**config.mk**
```make
export PLATFORM = sky130hd
export DESIGN_NAME = fcmp_flag_unit
export DESIGN_NICKNAME = d
export VERILOG_FILES = /design/src/rtl/fcmp_pkg.sv /design/src/rtl/fcmp_decode.sv /design/src/rtl/fcmp_classify.sv /design/src/rtl/fcmp_relate.sv /design/src/rtl/fcmp_pair_index.sv /design/src/rtl/fcmp_flag_unit.sv
export SDC_FILE = /design/constraint.sdc
export NUM_CORES = 1
export LEC_CHECK = 0
export BUFFER_PORTS_ARGS = -buffer_cell sky130_fd_sc_hd__buf_2
export CAP_MARGIN = 10
export CORE_ASPECT_RATIO = 1.5
export CORE_MARGIN = 3
export CORE_UTILIZATION = 45
export CTS_BUF_LIST = sky130_fd_sc_hd__clkbuf_16
export CTS_CLUSTER_SIZE = 12
export DETAILED_ROUTE_END_ITERATION = 16
export PLACE_DENSITY = 0.83
export SLEW_MARGIN = 20
export SYNTH_ARGS = -nofsm -noshare
export SYNTH_HDL_FRONTEND = slang
export SYNTH_SLANG_ARGS = --single-unit
```
**constraint.sdc**
```tcl
create_clock -name clk -period 1.5 [get_ports clk]
set_input_delay 0.225 -clock clk [delete_from_list [all_inputs] [get_ports clk]]
set_output_delay 0.225 -clock clk [all_outputs]
set_load 0.01 [all_outputs]
```
**src/rtl/fcmp_pkg.sv**
```systemverilog
package fcmp_pkg;
  localparam int SP_EXP = 8;
  localparam int SP_MAN = 23;
  localparam int DP_EXP = 11;
  localparam int DP_MAN = 52;
  localparam int FUNC_W = 8;
  localparam int WORD_W = 32;
  localparam int IDX_W  = 5;

  typedef enum logic [2:0] {
    REL_EQ, REL_NE, REL_GT, REL_GE, REL_LT, REL_LE, REL_UN, REL_NONE
  } rel_e;

  typedef struct packed {
    logic legal;
    logic dbl;
    logic unord;
    rel_e rel;
  } fcmp_op_t;

  typedef struct packed {
    logic nan;
    logic snan;
    logic zero;
  } fclass_t;

  // Ordered relation from eq/lt, then NaN policy of the selected family.
  function automatic logic pred_eval(input rel_e rel, input logic unord,
                                     input logic un, input logic eq,
                                     input logic lt);
    logic ord;
    case (rel)
      REL_EQ:  ord = eq;
      REL_NE:  ord = !eq;
      REL_GT:  ord = !eq && !lt;
      REL_GE:  ord = !lt;
      REL_LT:  ord = lt;
      REL_LE:  ord = lt || eq;
      default: ord = 1'b0;
    endcase
    if (un) return unord || (rel == REL_NE);
    return (rel == REL_UN) ? 1'b0 : ord;
  endfunction

  // Quiet NaNs raise invalid only for ordered magnitude relations.
  function automatic logic inv_eval(input rel_e rel, input logic unord,
                                    input logic any_nan, input logic any_snan);
    logic relational;
    relational = (rel == REL_GT) || (rel == REL_GE) ||
                 (rel == REL_LT) || (rel == REL_LE);
    return any_snan || (any_nan && !unord && relational);
  endfunction
endpackage

```
**src/rtl/fcmp_decode.sv**
```systemverilog
module fcmp_decode
  import fcmp_pkg::*;
(
  input  logic [FUNC_W-1:0] func_i,
  output fcmp_op_t          op_o
);
  always_comb begin
    op_o.dbl   = func_i[4];
    op_o.unord = func_i[5];
    op_o.legal = 1'b0;
    op_o.rel   = REL_NONE;
    if (func_i[7:6] == 2'b00) begin
      case (func_i[3:0])
        4'h8: begin op_o.rel = REL_EQ; op_o.legal = 1'b1; end
        4'h9: begin op_o.rel = REL_NE; op_o.legal = 1'b1; end
        4'hA: begin op_o.rel = REL_GT; op_o.legal = 1'b1; end
        4'hB: begin op_o.rel = REL_GE; op_o.legal = 1'b1; end
        4'hC: begin op_o.rel = REL_LT; op_o.legal = 1'b1; end
        4'hD: begin op_o.rel = REL_LE; op_o.legal = 1'b1; end
        4'hE: if (func_i[5]) begin op_o.rel = REL_UN; op_o.legal = 1'b1; end
        default: ;
      endcase
    end
  end
endmodule

```
**src/rtl/fcmp_classify.sv**
```systemverilog
module fcmp_classify
  import fcmp_pkg::*;
#(
  parameter int EXP_W = 8,
  parameter int MAN_W = 23,
  localparam int MAG_W = EXP_W + MAN_W
) (
  input  logic [MAG_W:0]   val_i,
  output fclass_t          cls_o,
  output logic             sign_o,
  output logic [MAG_W-1:0] mag_o
);
  logic [EXP_W-1:0] exp_f;
  logic [MAN_W-1:0] man_f;
  logic             exp_max;

  assign sign_o  = val_i[MAG_W];
  assign mag_o   = val_i[MAG_W-1:0];
  assign exp_f   = val_i[MAG_W-1:MAN_W];
  assign man_f   = val_i[MAN_W-1:0];
  assign exp_max = &exp_f;

  assign cls_o.nan  = exp_max && (man_f != '0);
  assign cls_o.snan = exp_max && (man_f != '0) && !man_f[MAN_W-1];
  assign cls_o.zero = (mag_o == '0);
endmodule

```
**src/rtl/fcmp_relate.sv**
```systemverilog
module fcmp_relate #(
  parameter int MAG_W = 31
) (
  input  logic             sign_a_i,
  input  logic             sign_b_i,
  input  logic [MAG_W-1:0] mag_a_i,
  input  logic [MAG_W-1:0] mag_b_i,
  input  logic             zero_both_i,
  output logic             eq_o,
  output logic             lt_o
);
  logic mag_lt, mag_gt, mag_eq;

  assign mag_lt = mag_a_i < mag_b_i;
  assign mag_gt = mag_a_i > mag_b_i;
  assign mag_eq = mag_a_i == mag_b_i;

  assign eq_o = zero_both_i || ((sign_a_i == sign_b_i) && mag_eq);

  always_comb begin
    if (zero_both_i)              lt_o = 1'b0;
    else if (sign_a_i != sign_b_i) lt_o = sign_a_i;
    else if (sign_a_i)            lt_o = mag_gt;
    else                          lt_o = mag_lt;
  end
endmodule

```
**src/rtl/fcmp_pair_index.sv**
```systemverilog
module fcmp_pair_index #(
  parameter int IDX_W = 5
) (
  input  logic [IDX_W-1:0] base_i,
  input  logic             off_i,
  output logic [IDX_W-1:0] pair_o
);
  logic [IDX_W-1:0] step;
  assign step   = off_i ? IDX_W'(2) : IDX_W'(1);
  assign pair_o = base_i + step;
endmodule

```
**src/rtl/fcmp_flag_unit.sv**
```systemverilog
module fcmp_flag_unit
  import fcmp_pkg::*;
(
  input  logic              clk,
  input  logic              rst_n,
  input  logic              valid_i,
  input  logic [FUNC_W-1:0] func_i,
  input  logic [WORD_W-1:0] a_w0_i,
  input  logic [WORD_W-1:0] a_w1_i,
  input  logic [WORD_W-1:0] b_w0_i,
  input  logic [WORD_W-1:0] b_w1_i,
  input  logic [IDX_W-1:0]  reg_a_i,
  input  logic              off_a_i,
  input  logic [IDX_W-1:0]  reg_b_i,
  input  logic              off_b_i,
  output logic [IDX_W-1:0]  pair_a_o,
  output logic [IDX_W-1:0]  pair_b_o,
  output logic              flag_o,
  output logic              inv_o
);
  fcmp_op_t op;
  fclass_t  lane_ca [2];
  fclass_t  lane_cb [2];
  logic     lane_eq [2];
  logic     lane_lt [2];

  fcmp_decode u_dec (.func_i(func_i), .op_o(op));

  fcmp_pair_index #(.IDX_W(IDX_W)) u_pair_a (.base_i(reg_a_i), .off_i(off_a_i), .pair_o(pair_a_o));
  fcmp_pair_index #(.IDX_W(IDX_W)) u_pair_b (.base_i(reg_b_i), .off_i(off_b_i), .pair_o(pair_b_o));

  // Lane 0: single precision, lane 1: double precision.
  for (genvar g = 0; g < 2; g++) begin : g_lane
    localparam int EW = (g == 0) ? SP_EXP : DP_EXP;
    localparam int MW = (g == 0) ? SP_MAN : DP_MAN;
    localparam int LW = 1 + EW + MW;
    logic [LW-1:0]   va, vb;
    logic [LW-2:0]   ma, mb;
    logic            sa, sb;
    fclass_t         ca, cb;
    if (g == 0) begin : g_sp
      assign va = a_w0_i;
      assign vb = b_w0_i;
    end else begin : g_dp
      assign va = {a_w0_i, a_w1_i};
      assign vb = {b_w0_i, b_w1_i};
    end
    fcmp_classify #(.EXP_W(EW), .MAN_W(MW)) u_cls_a (.val_i(va), .cls_o(ca), .sign_o(sa), .mag_o(ma));
    fcmp_classify #(.EXP_W(EW), .MAN_W(MW)) u_cls_b (.val_i(vb), .cls_o(cb), .sign_o(sb), .mag_o(mb));
    fcmp_relate #(.MAG_W(LW-1)) u_rel (
      .sign_a_i(sa), .sign_b_i(sb), .mag_a_i(ma), .mag_b_i(mb),
      .zero_both_i(ca.zero && cb.zero),
      .eq_o(lane_eq[g]), .lt_o(lane_lt[g])
    );
    assign lane_ca[g] = ca;
    assign lane_cb[g] = cb;
  end

  // Named events for the assertions.
  fclass_t ca_sel, cb_sel;
  logic    any_nan, any_snan, both_zero, launch, res_flag, res_inv;

  assign ca_sel    = op.dbl ? lane_ca[1] : lane_ca[0];
  assign cb_sel    = op.dbl ? lane_cb[1] : lane_cb[0];
  assign any_nan   = ca_sel.nan  || cb_sel.nan;
  assign any_snan  = ca_sel.snan || cb_sel.snan;
  assign both_zero = ca_sel.zero && cb_sel.zero;
  assign launch    = valid_i && op.legal;
  assign res_flag  = pred_eval(op.rel, op.unord, any_nan,
                               op.dbl ? lane_eq[1] : lane_eq[0],
                               op.dbl ? lane_lt[1] : lane_lt[0]);
  assign res_inv   = inv_eval(op.rel, op.unord, any_nan, any_snan);

  always_ff @(posedge clk or negedge rst_n) begin
    if (!rst_n) begin
      flag_o <= 1'b0;
      inv_o  <= 1'b0;
    end else begin
      inv_o <= launch && res_inv;
      if (launch) flag_o <= res_flag;
    end
  end

  p_hold_idle_r8: assert property (@(posedge clk) disable iff (!rst_n)
    !valid_i |=> $stable(flag_o));
  p_inv_idle_r7: assert property (@(posedge clk) disable iff (!rst_n)
    !valid_i |=> !inv_o);
  p_snan_inv_r7: assert property (@(posedge clk) disable iff (!rst_n)
    launch && any_snan |=> inv_o);
  p_illegal_r1: assert property (@(posedge clk) disable iff (!rst_n)
    valid_i && !op.legal |=> $stable(flag_o) && !inv_o);
  p_unord_nan_r3: assert property (@(posedge clk) disable iff (!rst_n)
    launch && op.unord && any_nan |=> flag_o);
  p_ordered_nan_r2: assert property (@(posedge clk) disable iff (!rst_n)
    launch && !op.unord && any_nan && (op.rel != REL_NE) |=> !flag_o);
  p_un_test_r4: assert property (@(posedge clk) disable iff (!rst_n)
    launch && (op.rel == REL_UN) |=> flag_o == $past(any_nan));
  p_zero_eq_r5: assert property (@(posedge clk) disable iff (!rst_n)
    launch && both_zero && (op.rel == REL_EQ) |=> flag_o);
endmodule

```
# --- After elaboration in Yosys (flattened, before gate mapping) ---
# Index checks and enable logic that the tools add are counted.
classes:
  n_mux: 23
  order_cmp: 4
  n_reduce_logical: 49
  n_addsub: 2
  n_eq_ne: 17
op_table:
  columns: ["operator", "count"]
  rows:
  - ["zero test 63 bit", 2]
  - ["nonzero test 52 bit", 2]
  - ["equality test 63 bit", 1]
  - ["> comparator 63 bit", 1]
  - ["less-than comparator 63 bit", 1]
  - ["zero test 31 bit", 2]
  - ["nonzero test 23 bit", 2]
  - ["equality test 31 bit", 1]
  - ["> comparator 31 bit", 1]
  - ["less-than comparator 31 bit", 1]
  - ["equality test 4 bit, second input constant", 7]
  - ["AND reduction 11 bit", 2]
  - ["one-hot mux 3 bit (7 select lines)", 1]
  - ["logical AND 1 bit", 17]
  - ["AND reduction 8 bit", 2]
  - ["two-way mux 1 bit", 15]
  - ["adder 5 bit", 2]
  - ["logical OR 1 bit", 10]
  - ["equality test 3 bit, second input constant", 3]
  - ["two-way mux 3 bit", 3]
  - ["zero test 1 bit", 7]
  - ["equality test 3 x 2 -> 1 bit, second input constant", 2]
  - ["one-hot mux 1 bit (6 select lines)", 1]
  - ["OR reduction 6 bit", 1]
  - ["7 further kinds", 8]
totals:
  regBits: 2
  output_inout_bits: 12
  in_bits: 151
  word_cells: 97

# --- Logic depth before layout (Yosys ltp) ---
# Gate-level depths: netlist (run 1).
logic_depth:
  ltp_word: 10
  depth_mapped: 10
  depth_no_buf: 10

# --- Cells and area by module ---
# A second synthesis (run 1) with hierarchy kept.
unflattened:
  hier_cells: 691
  hier_area_um2: 5059.9
modules_own_cells:
  columns: ["mod", "seq_area_each_um2", "area_each_um2", "n_inst", "cells_each"]
  rows:
  - ["fcmp_relate (g_lane[1].u_rel)", 0.0, 1620.3, 1, 228]
  - ["fcmp_classify (g_lane[1].u_cls_a ...)", 0.0, 670.6, 2, 93]
  - ["fcmp_relate (g_lane[0].u_rel)", 0.0, 838.3, 1, 112]
  - ["fcmp_classify (g_lane[0].u_cls_a ...)", 0.0, 347.8, 2, 47]
  - ["fcmp_flag_unit", 50.0, 254.0, 1, 31]
  - ["fcmp_pair_index", 0.0, 117.6, 2, 15]
  - ["fcmp_decode", 0.0, 75.1, 1, 10]

# --- Worst setup path before layout (run 1) ---
# Ideal clock, no wire load.
synth_timing:
  kind: "input port to flip-flop"
  startpoint: "in b_w0_i[14]"
  endpoint: "reg flag_o"
  path_stages: 10
  setup_ns: 0.082
  slack_ns: -1.005
  path_buffers: 0
  arrival_ns: 2.423
  required_ns: 1.418
  path_cell_list: "inv_1 -> ha_1 -> nand4_2 -> nor4_4 -> nand4_2 -> o32a_1 -> and3_4 -> a2111oi_4 -> o311ai_1 -> a31oi_1"
synth_between:
  elab_chain_len: 10
  word_cells_on_any_way: 36
  cone_classes: "4 x order compare; 2 x eq/ne; 13 x mux; 17 x reduce/logical"
synth_lines:
  columns: ["element", "line_no", "rtl"]
  rows:
  - ["start, declared", "fcmp_flag_unit.sv:10", "input logic [WORD_W-1:0] b_w0_i,"]
  - ["less-than comparator 63 bit (tied with other cells)", "fcmp_relate.sv:14", "assign mag_lt = mag_a_i < mag_b_i;"]
  - ["two-way mux 1 bit", "fcmp_relate.sv:23", "else if (sign_a_i) lt_o = mag_gt;"]
  - ["two-way mux 1 bit", "fcmp_relate.sv:22", "else if (sign_a_i != sign_b_i) lt_o = sign_a_i;"]
  - ["two-way mux 1 bit", "fcmp_relate.sv:21", "if (zero_both_i) lt_o = 1'b0;"]
  - ["two-way mux 1 bit", "fcmp_flag_unit.sv:71", "op.dbl ? lane_lt[1] : lane_lt[0]);"]
  - ["zero test 1 bit", "fcmp_pkg.sv:35, fcmp_pkg.sv:36", null]
  - ["logical AND 1 bit", "fcmp_pkg.sv:35", "REL_GT: ord = !eq && !lt;"]
  - ["one-hot mux 1 bit (6 select lines)", "fcmp_pkg.sv:32", "case (rel)"]
  - ["two-way mux 1 bit", "fcmp_pkg.sv:42", "return (rel == REL_UN) ? 1'b0 : ord;"]
  - ["two-way mux 1 bit (*)", "fcmp_pkg.sv:42", null]
  - ["end signal, assigned", "fcmp_flag_unit.sv:80", "if (launch) flag_o <= res_flag;"]
  - ["end, declared", "fcmp_flag_unit.sv:18", "output logic flag_o,"]
# Every way passes the cells marked *; elsewhere a longest branch is shown, timed or not.
# A chain may end at the register's enable or synchronous reset.

# --- Worst setup path after layout (run 1) ---
layout_timing:
  startpoint: "in b_w0_i[30]"
  endpoint: "reg flag_o"
# The elaborated chain is that of the path after synthesis.

==> results of run 1 <==
## layout make-up
class,count,area [µm²],share of cell area [%]
antenna,1,2.50,0.0478
inverter,78,330,6.31
sequential,2,50.0,0.956
timing repair buffer,263,1740,33.2
multi-input combinational,296,2950,56.4
tap,70,87.6,1.67
clock buffer,3,75.1,1.43
## critical path: cells and delay by family
kind                     cells  cell delay, ps
AO/OA/AOI/OAI                4             990
adder cells (fa/ha/maj)      1             270
buffers and inverters        4             510
AND/OR/NAND/NOR              4            1000
## repair_timing
item,in CTS,in global routing
resized for setup,72,59
setup endpoints to repair,7,6
hold buffers,1,0
hold endpoints to repair,2,0
setup buffers,7,8
cloned,0,0
pin swaps,32,27
## cells in the final DEF (no fill, tap or decap), drive strengths merged, types with 3 or more instances in the layout
cell type / n
a211o: 3
a21o: 5
a21oi: 28
a221oi: 5
and4: 6
buf: 262
clkbuf: 3
ha: 68
inv: 78
nand2: 28
nand3: 13
nand3b: 3
nand4: 24
nor2: 11
nor3: 10
nor4: 34
o21ai: 9
o22ai: 3
or3: 5
or4: 4
xnor2: 8
## sequential cells by signal (all words and copies together) (netlist names)
signal  cells
flag_o      1
inv_o       1
## cell families (layout without fill, tap and decap cells)
kind of cell	after synthesis	after routing	share of synthesized area, %
AND/OR/NAND/NOR	148	148	33.4
buffers and inverters	78	344	11.0
adder cells (fa/ha/maj)	70	70	33.4
AO/OA/AOI/OAI	69	69	17.5
XOR/XNOR	9	9	2.95
flip-flops	2	2	1.87
other	0	1	0
## through the flow
step | utilization (%) | power [mW] | instance area, µm² | worst slack (ps) | hold slack [ps]
6_report | 93.3 | 2.04 | 5240 | -1360 | 332
5_1_grt | 93.3 | 2.12 | 5240 | -1410 | 337
2_1_floorplan | - | 0.542 | 2820 | -779 | -70.6
3_3_place_gp | 77.5 | 1.10 | 4350 | -1070 | 19.8
3_5_place_dp | 77.5 | 1.15 | 4350 | -1160 | 19.5
4_1_cts | 86.9 | 1.70 | 4880 | -794 | 336
## worst paths after layout
| path | endpoint | slack, ps |
|---|---|---|
| min reg2reg | flag_o | 770 |
| max | flag_o | -1360 |
| max reg2reg | flag_o | 530 |
| max in group asynchronous | inv_o | 1050 |
| min | flag_o | 330 |
| min in group clk | inv_o | 360 |
## layer usage
| metal | part of all wire (%) | global-route usage (%) | vias up |
|---|---|---|---|
| met5 | 0 | 0 | - |
| met4 | 13 | 23.9 | 0 |
| met3 | 12 | 5.71 | 293 |
| met2 | 45 | 65.7 | 600 |
| met1 | 29 | 29.1 | 2122 |
| li1 | - | - | 1954 |
## power by group through the flow
| stage | combinational, mW | clock, mW | sequential (mW) |
|---|---|---|---|
| CTS | 1.23 | 0.408 | 0.0663 |
| global placement | 1.03 | 0 | 0.0657 |
| floorplan | 0.475 | 0 | 0.0670 |
| global route | 1.63 | 0.424 | 0.0670 |
| detailed placement | 1.08 | 0 | 0.0659 |
| finish | 1.55 | 0.421 | 0.0667 |
==> summary.txt, run 1 <==
GRT
  – Initial antenna violation count: 1
  – Vias in the first global route: 4,501
  – First-pass GRT wire length: 18,400 µm
  – GRT Overall Usage: 34.0%
  – Largest net degree at the start of global routing: 8
  – Gr ovfl total: 0

Timing
  – RSZ-0062 raised after global routing: yes
  – Fin. Hold Viols: 0
  – Final setup vio count: 6
  – Worst slew margin: 66.7%
  – Fin Clk Skew: 0 ps
  – Worst slew pin tran: 499 ps
  – Setup ws final: -1360 ps
  – Max Fclk: 0.350 GHz
  – Setup TNS: -2650 ps
  – Tmin final: 2860 ps
  – Max Slew Vio Count: 0
  – Tcrit/Tclk final: 190%

Synth
  – Synth cell count leaders: 78 x inv_1, 68 x ha_1, 32 x nor4_1
  – Warnings, synthesis: 0
  – Synth Instances: 376
  – Avg Inst Size Synth: 7.10 µm²
  – Fraction of registers with async set/reset: 100%
  – Sequential fraction of the synthesis area: 1.87%
  – Post-Syn Area: 2670 µm²
  – Most used flip-flop cell after synthesis: dfrtp_1
  – Number of flops mapped to enable cells by yosys: 0
  – Mapped Nets: 597
  – Synth top area share: 31.9%
  – Most frequent cell after synthesis: inv_1
  – Synth area leaders: ha_1 32%, inv_1 11%, nor4_1 7.5%, a21oi_1 5.2%, nand4_1 5.2%
  – FF+latch count, synth: 2
  – Yosys cell types: 51
  – Leading area contributor after synthesis: ha_1

Placed design
  – Final Wtd Congestion: 0.898
  – Port buffer count: 162
  – HPWL after DPL: 8930 µm
  – Cells after DPL: 693

Power and ir drop
  – Clk network pwr share: 20.7%
  – Lkg Pwr: 2.62 nW
  – P per Cell Area: 389 nW/µm²
  – Peak VDD IR: 269 µV
  – Flop pwr share: 3.3%
  – Net Sw Frac: 43.4%
  – Gate power share: 76.0%
  – Int Pwr: 1.15 mW
  – Sw power: 882 µW

Critical path
  – CP Data Arrival Time: 3000 ps
  – Critical path required time: 1640 ps
  – Critical Path Start: b_w0_i[30]
  – R2R Path Start: flag_o
  – Setup CP Type: in2reg
  – Crit path cell chain: buf_8, inv_4, ha_4, nand4_1, buf_6, nor4_4, buf_4, nand3_1, o32a_1, and3_4, a2111oi_4, o311ai_4, a31oi_1
  – CP endpoint kind: flop
  – CP Max Fanout: 4
  – Max incr delay on CP: 420 ps
  – Slowest CP cell: nor4_4
  – CP Launch Type: primary input
  – R2r worst-path depth: 3

Layout
  – Nets@finish: 865
  – Post-Layout Cell Count: 713
  – Layout Area Growth over Synthesis: 96.2%
  – Layout cells sized above 1: 58.7%
  – Fillers: 199

Die
  – Core area: 5620 µm²
  – # rows: 33
  – Die ar.: 6910 µm²
  – Die Span X: 68.9 µm
  – Starting density of the core: 47.5%
  – Top-Level Pins: 163
  – Die height: 100 µm

CTS
  – H-tree levels: 1
  – CTS Buf Count: 3
  – Register clock-pin slew on the reported worst setup and hold paths: 30 ps
  – TritonCTS clock tree: yes
  – Clock tree buffer depth: 2
  – TritonCTS Sinks: 2
  – Root Buffer: clkbuf_16
  – Clock Latency Late Sink: 230 ps

Route
  – DR iter-0 viols: 707
  – Total number of vias: 4,969
  – Post-DRT Antenna Nets: 0
  – Wirelength, routed: 18,200 µm
  – DRC: 0
  – Routed WL per cell: 25.6 µm
  – TritonRoute pass-1 iters: 6
  – Vias per cell: 6.97

Outcome
  – Failing checks: negative setup slack
  – Status: finished with violations

Min path
  – Min-delay worst type: in2async

Job
  – Max-Cap Viols: 0
No activity file was read; power rests on OpenSTA's default activity.
==> run 2, diff against run 1 <==
--- a/config.mk
+++ b/config.mk
@@ -13,7 +13,7 @@
 export CTS_BUF_LIST = sky130_fd_sc_hd__clkbuf_16
 export CTS_CLUSTER_SIZE = 12
 export DETAILED_ROUTE_END_ITERATION = 16
-export PLACE_DENSITY = 0.83
+export PLACE_DENSITY = 0.88
 export SLEW_MARGIN = 20
 export SYNTH_ARGS = -nofsm -noshare
 export SYNTH_HDL_FRONTEND = slang
==> run 2 against run 1 <==
The run still ends with negative setup slack left. Critical endpoint unchanged. Worst setup slack improved by 250 ps. Sequential power decreased by 1%. Register-to-register slack improved by 20 ps. Power shrank 15%. Largest power group unchanged. Wire length shrank 32%. Utilization is 6.8 points lower. Combinational power fell by 19%. Via count is 14% lower. First-iteration DRC count down 71%. Clock skew unchanged. Worst hold slack worse by 7.2 ps. Final cell count up 0.14%.
==> summary.txt, run 2 (synthesis results as in run 1) <==
Timing
  – Smallest hold slack: 325 ps (-7.24 ps)
  – Fin. Hold Viols: 0 (unchanged)
  – RSZ-0062 raised after global routing: yes
  – Tmin final: 2600 ps (-254 ps)
  – Final setup vio count: 5 (-1)
  – Worst slew margin: 59.9% (-6.8 points)
  – Max Slew Vio Count: 0 (unchanged)
  – Fin Clk Skew: 0 ps (unchanged)
  – Tcrit/Tclk final: 173% (-17 points)
  – Setup ws final: -1100 ps (+254 ps)
  – Worst slew pin tran: 597 ps (+98.1 ps)
  – Setup TNS: -1820 ps (+825 ps)
  – Max Fclk: 0.384 GHz (+9.8%)

CTS
  – Register clock-pin slew on the reported worst setup and hold paths: 30 ps (about the same)
  – TritonCTS clock tree: yes
  – TritonCTS Sinks: 2 (unchanged)
  – Root Buffer: clkbuf_16
  – H-tree levels: 1 (unchanged)
  – CTS Buf Count: 3 (unchanged)
  – Clock tree buffer depth: 2 (unchanged)
  – Clock Latency Late Sink: 220 ps (about the same)

GRT
  – Gr ovfl total: 0 (unchanged)
  – Initial antenna violation count: 0 (-1)
  – First-pass GRT wire length: 17,600 µm (-4.5%)
  – GRT Overall Usage: 32.0% (-2.0 points)
  – Vias in the first global route: 4,357 (-3.2%)
  – Largest net degree at the start of global routing: 7 (-1)

Placed design
  – Cells after DPL: 705 (+1.7%)
  – Port buffer count: 162 (unchanged)
  – Final Wtd Congestion: 1.00 (+11%)
  – Cell Area, Placed: 4440 µm² (+2.1%)
  – HPWL after DPL: 9450 µm (+5.8%)
  – Worst slack at placement: -1200 ps (-38.7 ps)

Critical path
  – Top Family by Delay on Critical Path: simple AND/OR/NAND/NOR gates
  – Max incr delay on CP: 490 ps (+70 ps)
  – Critical path required time: 1640 ps (about the same)
  – CP Max Fanout: 4 (unchanged)
  – Setup CP Type: in2reg
  – Slowest CP cell: nor4_1
  – CP endpoint kind: flop
  – Crit path cell chain: buf_2, buf_4, nor4_1, nand4_1, nor4_1, buf_4, nand4_1, and3_4, a2111oi_4, o311ai_2, a31oi_1
  – Worst path buffer plus inverter count: 3 (-1)
  – CP Data Arrival Time: 2740 ps (-260 ps)
  – CP Launch Type: primary input

Outcome
  – Failing checks: negative setup slack
  – Status: finished with violations

Layout
  – Commonest non-fill, non-tap cell in the layout: buf_2
  – Nets@finish: 867 (+0.23%)
  – Final Instance Area: 4850 µm² (-7.3%)
  – Post-layout util: 86.4% (-6.8 points)
  – Regs by FF count: flag_o: 1 flops, inv_o: 1 flops
  – Number of diodes: 0 (-1)
  – Layout Area Growth over Synthesis: 81.8%
  – Most frequent cells in the layout: 155 x buf_2, 95 x buf_4, 64 x inv_1, 54 x ha_1, 28 x nor4_1
  – Layout cells sized above 1: 52.8% (-5.9 points)
  – Post-Layout Cell Count: 714 (+0.14%)

Die
  – Starting density of the core: 47.5% (unchanged)
  – Top-Level Pins: 163 (unchanged)
  – Core area: 5620 µm² (unchanged)
  – Die Span X: 68.9 µm (unchanged)
  – Die ar.: 6910 µm² (unchanged)
  – Die height: 100 µm (unchanged)
  – # rows: 33 (unchanged)

Route
  – Routed WL per cell: 17.5 µm (-32%)
  – DRC: 0 (unchanged)
  – Post-DRT Antenna Nets: 0 (unchanged)
  – TritonRoute pass-1 iters: 5 (-1)
  – DR iter-0 viols: 207 (-71%)
  – Wirelength, routed: 12,500 µm (-32%)
  – Total number of vias: 4,253 (-14%)
  – Vias per cell: 5.96 (-15%)

Min path
  – Min-delay worst type: in2async

Power and ir drop
  – P per Cell Area: 357 nW/µm² (-8.0%)
  – Power Total: 1.73 mW (-15%)
  – Lkg Pwr: 2.59 nW (-1.1%)
  – Peak VDD IR: 351 µV (+31%)

Job
  – Max-Cap Viols: 0 (unchanged)
run 2: cell count changes in the layout (fill, tap and decap cells not counted), sizes merged:
cell and change:
diode -1, buf +2
run 2: worst paths after layout:
kind                            start      to  slack, ps  depth (start not counted)
setup / recovery           a_w0_i[10]  flag_o      -1100                         11
hold / removal                  rst_n   inv_o        320                          2
setup reg to reg               flag_o  flag_o        550                          3
hold reg to reg                flag_o  flag_o        740                          3
max in group asynchronous       rst_n  flag_o       1070                          2
min in group clk              valid_i   inv_o        370                          3
run 2: layer usage:
metal / track usage (%) / part of all wire (%) / wire length (µm)
met3: 5.49 / 7.4 / 927
met2: 62.4 / 53 / 6610
met4: 16.2 / 6.2 / 778
met1: 29.7 / 33 / 4150
met5: 0 / 0 / 0
run 2: final cells by class:
type                    count  area, µm²
repair buffers            265       1670
multi-input cells         296       2650
inverters                  78        320
fillers                   309        762
well taps                  70       87.6
flip-flops and latches      2       50.0
clock buffers               3       75.1
run 2: timing repair:
item	in CTS	in global routing
setup endpoints to repair	6	7
hold endpoints to repair	2	0
buffers inserted	3	2
resized for setup	42	19
pin swaps	20	16
hold buffers	1	0
run 2: power breakdown:
| group | leakage, nW | switching, mW | internal [mW] |
|---|---|---|---|
| combinational | 2.53 | 0.609 | 0.650 |
| clock | 0.0370 | 0.0693 | 0.340 |
| sequential | 0.0258 | 0.00521 | 0.0607 |
==> run 3, diff against run 2 <==
--- a/config.mk
+++ b/config.mk
@@ -9,12 +9,13 @@
 export CAP_MARGIN = 10
 export CORE_ASPECT_RATIO = 1.5
 export CORE_MARGIN = 3
-export CORE_UTILIZATION = 45
+export CORE_UTILIZATION = 54
 export CTS_BUF_LIST = sky130_fd_sc_hd__clkbuf_16
 export CTS_CLUSTER_SIZE = 12
 export DETAILED_ROUTE_END_ITERATION = 16
-export PLACE_DENSITY = 0.88
+export PLACE_DENSITY = 0.89
 export SLEW_MARGIN = 20
 export SYNTH_ARGS = -nofsm -noshare
 export SYNTH_HDL_FRONTEND = slang
+export SYNTH_HIERARCHICAL = 1
 export SYNTH_SLANG_ARGS = --single-unit
==> constraint.sdc (replaced) <==
create_clock -name clk -period 1.5 [get_ports clk]
set_input_delay 0.225 -clock clk [delete_from_list [all_inputs] [get_ports clk]]
set_output_delay 0.225 -clock clk [all_outputs]
set_load 0.005 [all_outputs]
==> run 3 against run 2 <==
First-iteration DRC count rose by 35%. Critical endpoint unchanged. Non-clock buffer count rose by 39. Maximum frequency fell by 3.8%. Die area rose by 53%. Register-to-register slack improved by 40 ps. Utilization fell by 18 points. Count of clock-buffer cells in the layout did not move. Sequential share of layout area fell by 0.22 points. Wire length rose by 21%. Global-route usage fell by 5.0 points. The flow still finishes with violations (negative setup slack).
==> summary.txt, run 3 <==
Route
  – Vias per cell: 5.76 (-3.2%)
  – DRC: 0 (unchanged)
  – Routed WL per cell: 16.6 µm (-5.1%)
  – DR iter-0 viols: 280 (+35%)
  – Wirelength, routed: 15,100 µm (+21%)
  – Total number of vias: 5,263 (+24%)
  – Post-DRT Antenna Nets: 0 (unchanged)
  – TritonRoute pass-1 iters: 6 (+1)

Synth
  – Avg Inst Size Synth: 7.32 µm² (+3.1%)
  – Synth Instances: 691 (+84%)
  – Synth cell count leaders: 194 x buf_4, 108 x inv_1, 99 x ha_1
  – Warnings, synthesis: 6 (+6)
  – Leading area contributor after synthesis: buf_4
  – Sequential fraction of the synthesis area: 0.989% (-0.89 points)
  – Mapped Nets: 943 (+58%)
  – Number of flops mapped to enable cells by yosys: 0 (unchanged)
  – Most frequent cell after synthesis: buf_4
  – Most used flip-flop cell after synthesis: dfrtp_1
  – Post-Syn Area: 5060 µm² (+90%)
  – Synth top area share: 28.8% (-3.1 points)
  – Synth area leaders: buf_4 29%, ha_1 24%, inv_1 8.0%, nor4_1 4.9%, a21oi_1 3.8%
  – Yosys cell types: 63 (+24%)
  – FF+latch count, synth: 2 (unchanged)
  – Fraction of registers with async set/reset: 100% (unchanged)

Layout
  – Most frequent cells in the layout: 155 x buf_2, 138 x buf_4, 98 x inv_1, 85 x ha_1, 34 x a21oi_1
  – Nets@finish: 1,057 (+22%)
  – Regs by FF count: flag_o: 1 flops, inv_o: 1 flops
  – Layout Area Growth over Synthesis: 21.7%
  – Commonest non-fill, non-tap cell in the layout: buf_2
  – Layout cells sized above 1: 47.7% (-5.1 points)
  – Number of diodes: 0 (unchanged)

Die
  – Die height: 125 µm (+24%)
  – Top-Level Pins: 163 (unchanged)
  – Die ar.: 10,600 µm² (+53%)
  – # rows: 42 (+27%)
  – Core area: 8990 µm² (+60%)
  – Die Span X: 85.0 µm (+23%)
  – Starting density of the core: 56.3% (+8.8 points)

GRT
  – Vias in the first global route: 5,527 (+27%)
  – Gr ovfl total: 0 (unchanged)
  – Initial antenna violation count: 1 (+1)
  – GRT Overall Usage: 27.0% (-5.0 points)
  – First-pass GRT wire length: 23,700 µm (+35%)
  – Largest net degree at the start of global routing: 7 (unchanged)

Timing
  – Smallest hold slack: 289 ps (-36.1 ps)
  – Final setup vio count: 4 (-1)
  – Max Slew Vio Count: 0 (unchanged)
  – Worst slew margin: 70.2% (+10 points)
  – Setup ws final: -1210 ps (-103 ps)
  – Tmin final: 2710 ps (+103 ps)
  – Tcrit/Tclk final: 180% (+6.9 points)
  – Setup TNS: -1880 ps (-60.2 ps)
  – RSZ-0062 raised after global routing: yes
  – Worst slew pin tran: 445 ps (-153 ps)
  – Max Fclk: 0.370 GHz (-3.8%)
  – Fin. Hold Viols: 0 (unchanged)
  – Fin Clk Skew: 0 ps (unchanged)

CTS
  – Clock tree buffer depth: 2 (unchanged)
  – TritonCTS Sinks: 2 (unchanged)
  – CTS Buf Count: 3 (unchanged)
  – TritonCTS clock tree: yes
  – H-tree levels: 1 (unchanged)
  – Clock Latency Late Sink: 220 ps (about the same)
  – Register clock-pin slew on the reported worst setup and hold paths: 30 ps (about the same)
  – Root Buffer: clkbuf_16

Job
  – Max-Cap Viols: 0 (unchanged)

Critical path
  – Setup CP Type: in2reg
  – Crit path cell chain: buf_2, inv_2, ha_4, nand4_1, nor4_4, buf_4, o31a_1, o31ai_4, and3_4, a2111oi_4, mux2i_1, o2111a_1, a221oi_2, o21ai_1
  – CP Max Fanout: 3 (-1)
  – CP Data Arrival Time: 2810 ps (+70 ps)
  – CP Launch Type: primary input
  – Max incr delay on CP: 410 ps (-80 ps)
  – Slowest CP cell: nor4_4
  – CP endpoint kind: flop
  – Critical path required time: 1600 ps (-40 ps)

Power and ir drop
  – Peak VDD IR: 622 µV (+77%)
  – P per Cell Area: 330 nW/µm² (-7.7%)
  – Lkg Pwr: 3.31 nW (+28%)

Outcome
  – Failing checks: negative setup slack
  – Status: finished with violations

Placed design
  – Final Wtd Congestion: 1.01 (+0.99%)
  – HPWL after DPL: 12,700 µm (+34%)
  – Worst slack at placement: -1530 ps (-329 ps)
  – Port buffer count: 162 (unchanged)

Min path
  – Min-delay worst type: in2reg
[run 3: path summary, 6_finish.rpt]
kind	start	endpoint	slack [ps]	cells past startpoint
min reg2reg	flag_o	flag_o	630	3
max in group asynchronous	rst_n	inv_o	1050	2
max reg2reg	flag_o	flag_o	590	3
min in group asynchronous	rst_n	flag_o	340	2
min	valid_i	inv_o	290	3
max	b_w0_i[8]	flag_o	-1210	14
[run 3: worst max-delay path, delay by kind of cell]
family                   cells  cell delay, ps
AO/OA/AOI/OAI                6            1030
adder cells (fa/ha/maj)      1             270
buffers and inverters        3             370
multiplexers                 1             150
AND/OR/NAND/NOR              3             760
[run 3: kinds of logic after synthesis]
logic type                 count (synthesis)  synth area share (%)
AOI/OAI and AO/OA                         97                  13.4
xor gates and xnor gates                   7                  1.21
DFF                                        2                 0.989
adders and majority gates                101                  25.3
muxes                                      2                 0.643
and+or+nand+nor                          179                  21.5
buffers and inverters                    303                  37.0
[run 3: cell type report]
cell class,count,area (µm²)
clock buffers,3,75.1
fillers,707,2830
inverters,108,413
multi-input cells,386,3540
flip-flops and latches,2,50.0
well taps,110,138
repair buffers,304,1940
[run 3: what timing repair did]
| item | 4_1_cts | 5_1_grt |
|---|---|---|
| cloned | 0 | 0 |
| buffers inserted | 5 | 4 |
| hold endpoints to repair | 2 | 0 |
| setup endpoints to repair | 6 | 6 |
| hold buffers | 1 | 0 |
| gates resized for setup | 44 | 18 |
| pin swaps | 24 | 9 |
[run 3: stage by stage]
| step | area, µm² | utilization, % | power (mW) | instances |
|---|---|---|---|---|
| after CTS | 6010 | 66.9 | 1.96 | 909 |
| after global routing | 6160 | 68.5 | 2.21 | 913 |
| after floorplan | 5190 | - | 1.05 | 691 |
| after detailed placement | 5690 | 63.3 | 1.48 | 903 |
| after global placement | 5690 | 63.3 | 1.42 | 903 |
| final | 6160 | 68.5 | 2.03 | 913 |
[run 3: per-layer routing]
layer	global-route usage, %	vias to the layer above	routed length [µm]	share of wire, %
met2	53.3	309	8060	53
met3	4.37	112	1250	8.2
li1	-	2466	-	-
met5	0	-	7	0.046
met1	25.0	2374	4730	31
met4	15.1	2	1090	7.2
[run 3: power by group]
group	switching (mW)	leakage (nW)	internal (mW)	total [mW]
registers	0.00220	0.0275	0.0577	0.0599
clock network	0.0649	0.0370	0.339	0.404
logic	0.764	3.25	0.802	1.57
total	0.831	3.31	1.20	2.03
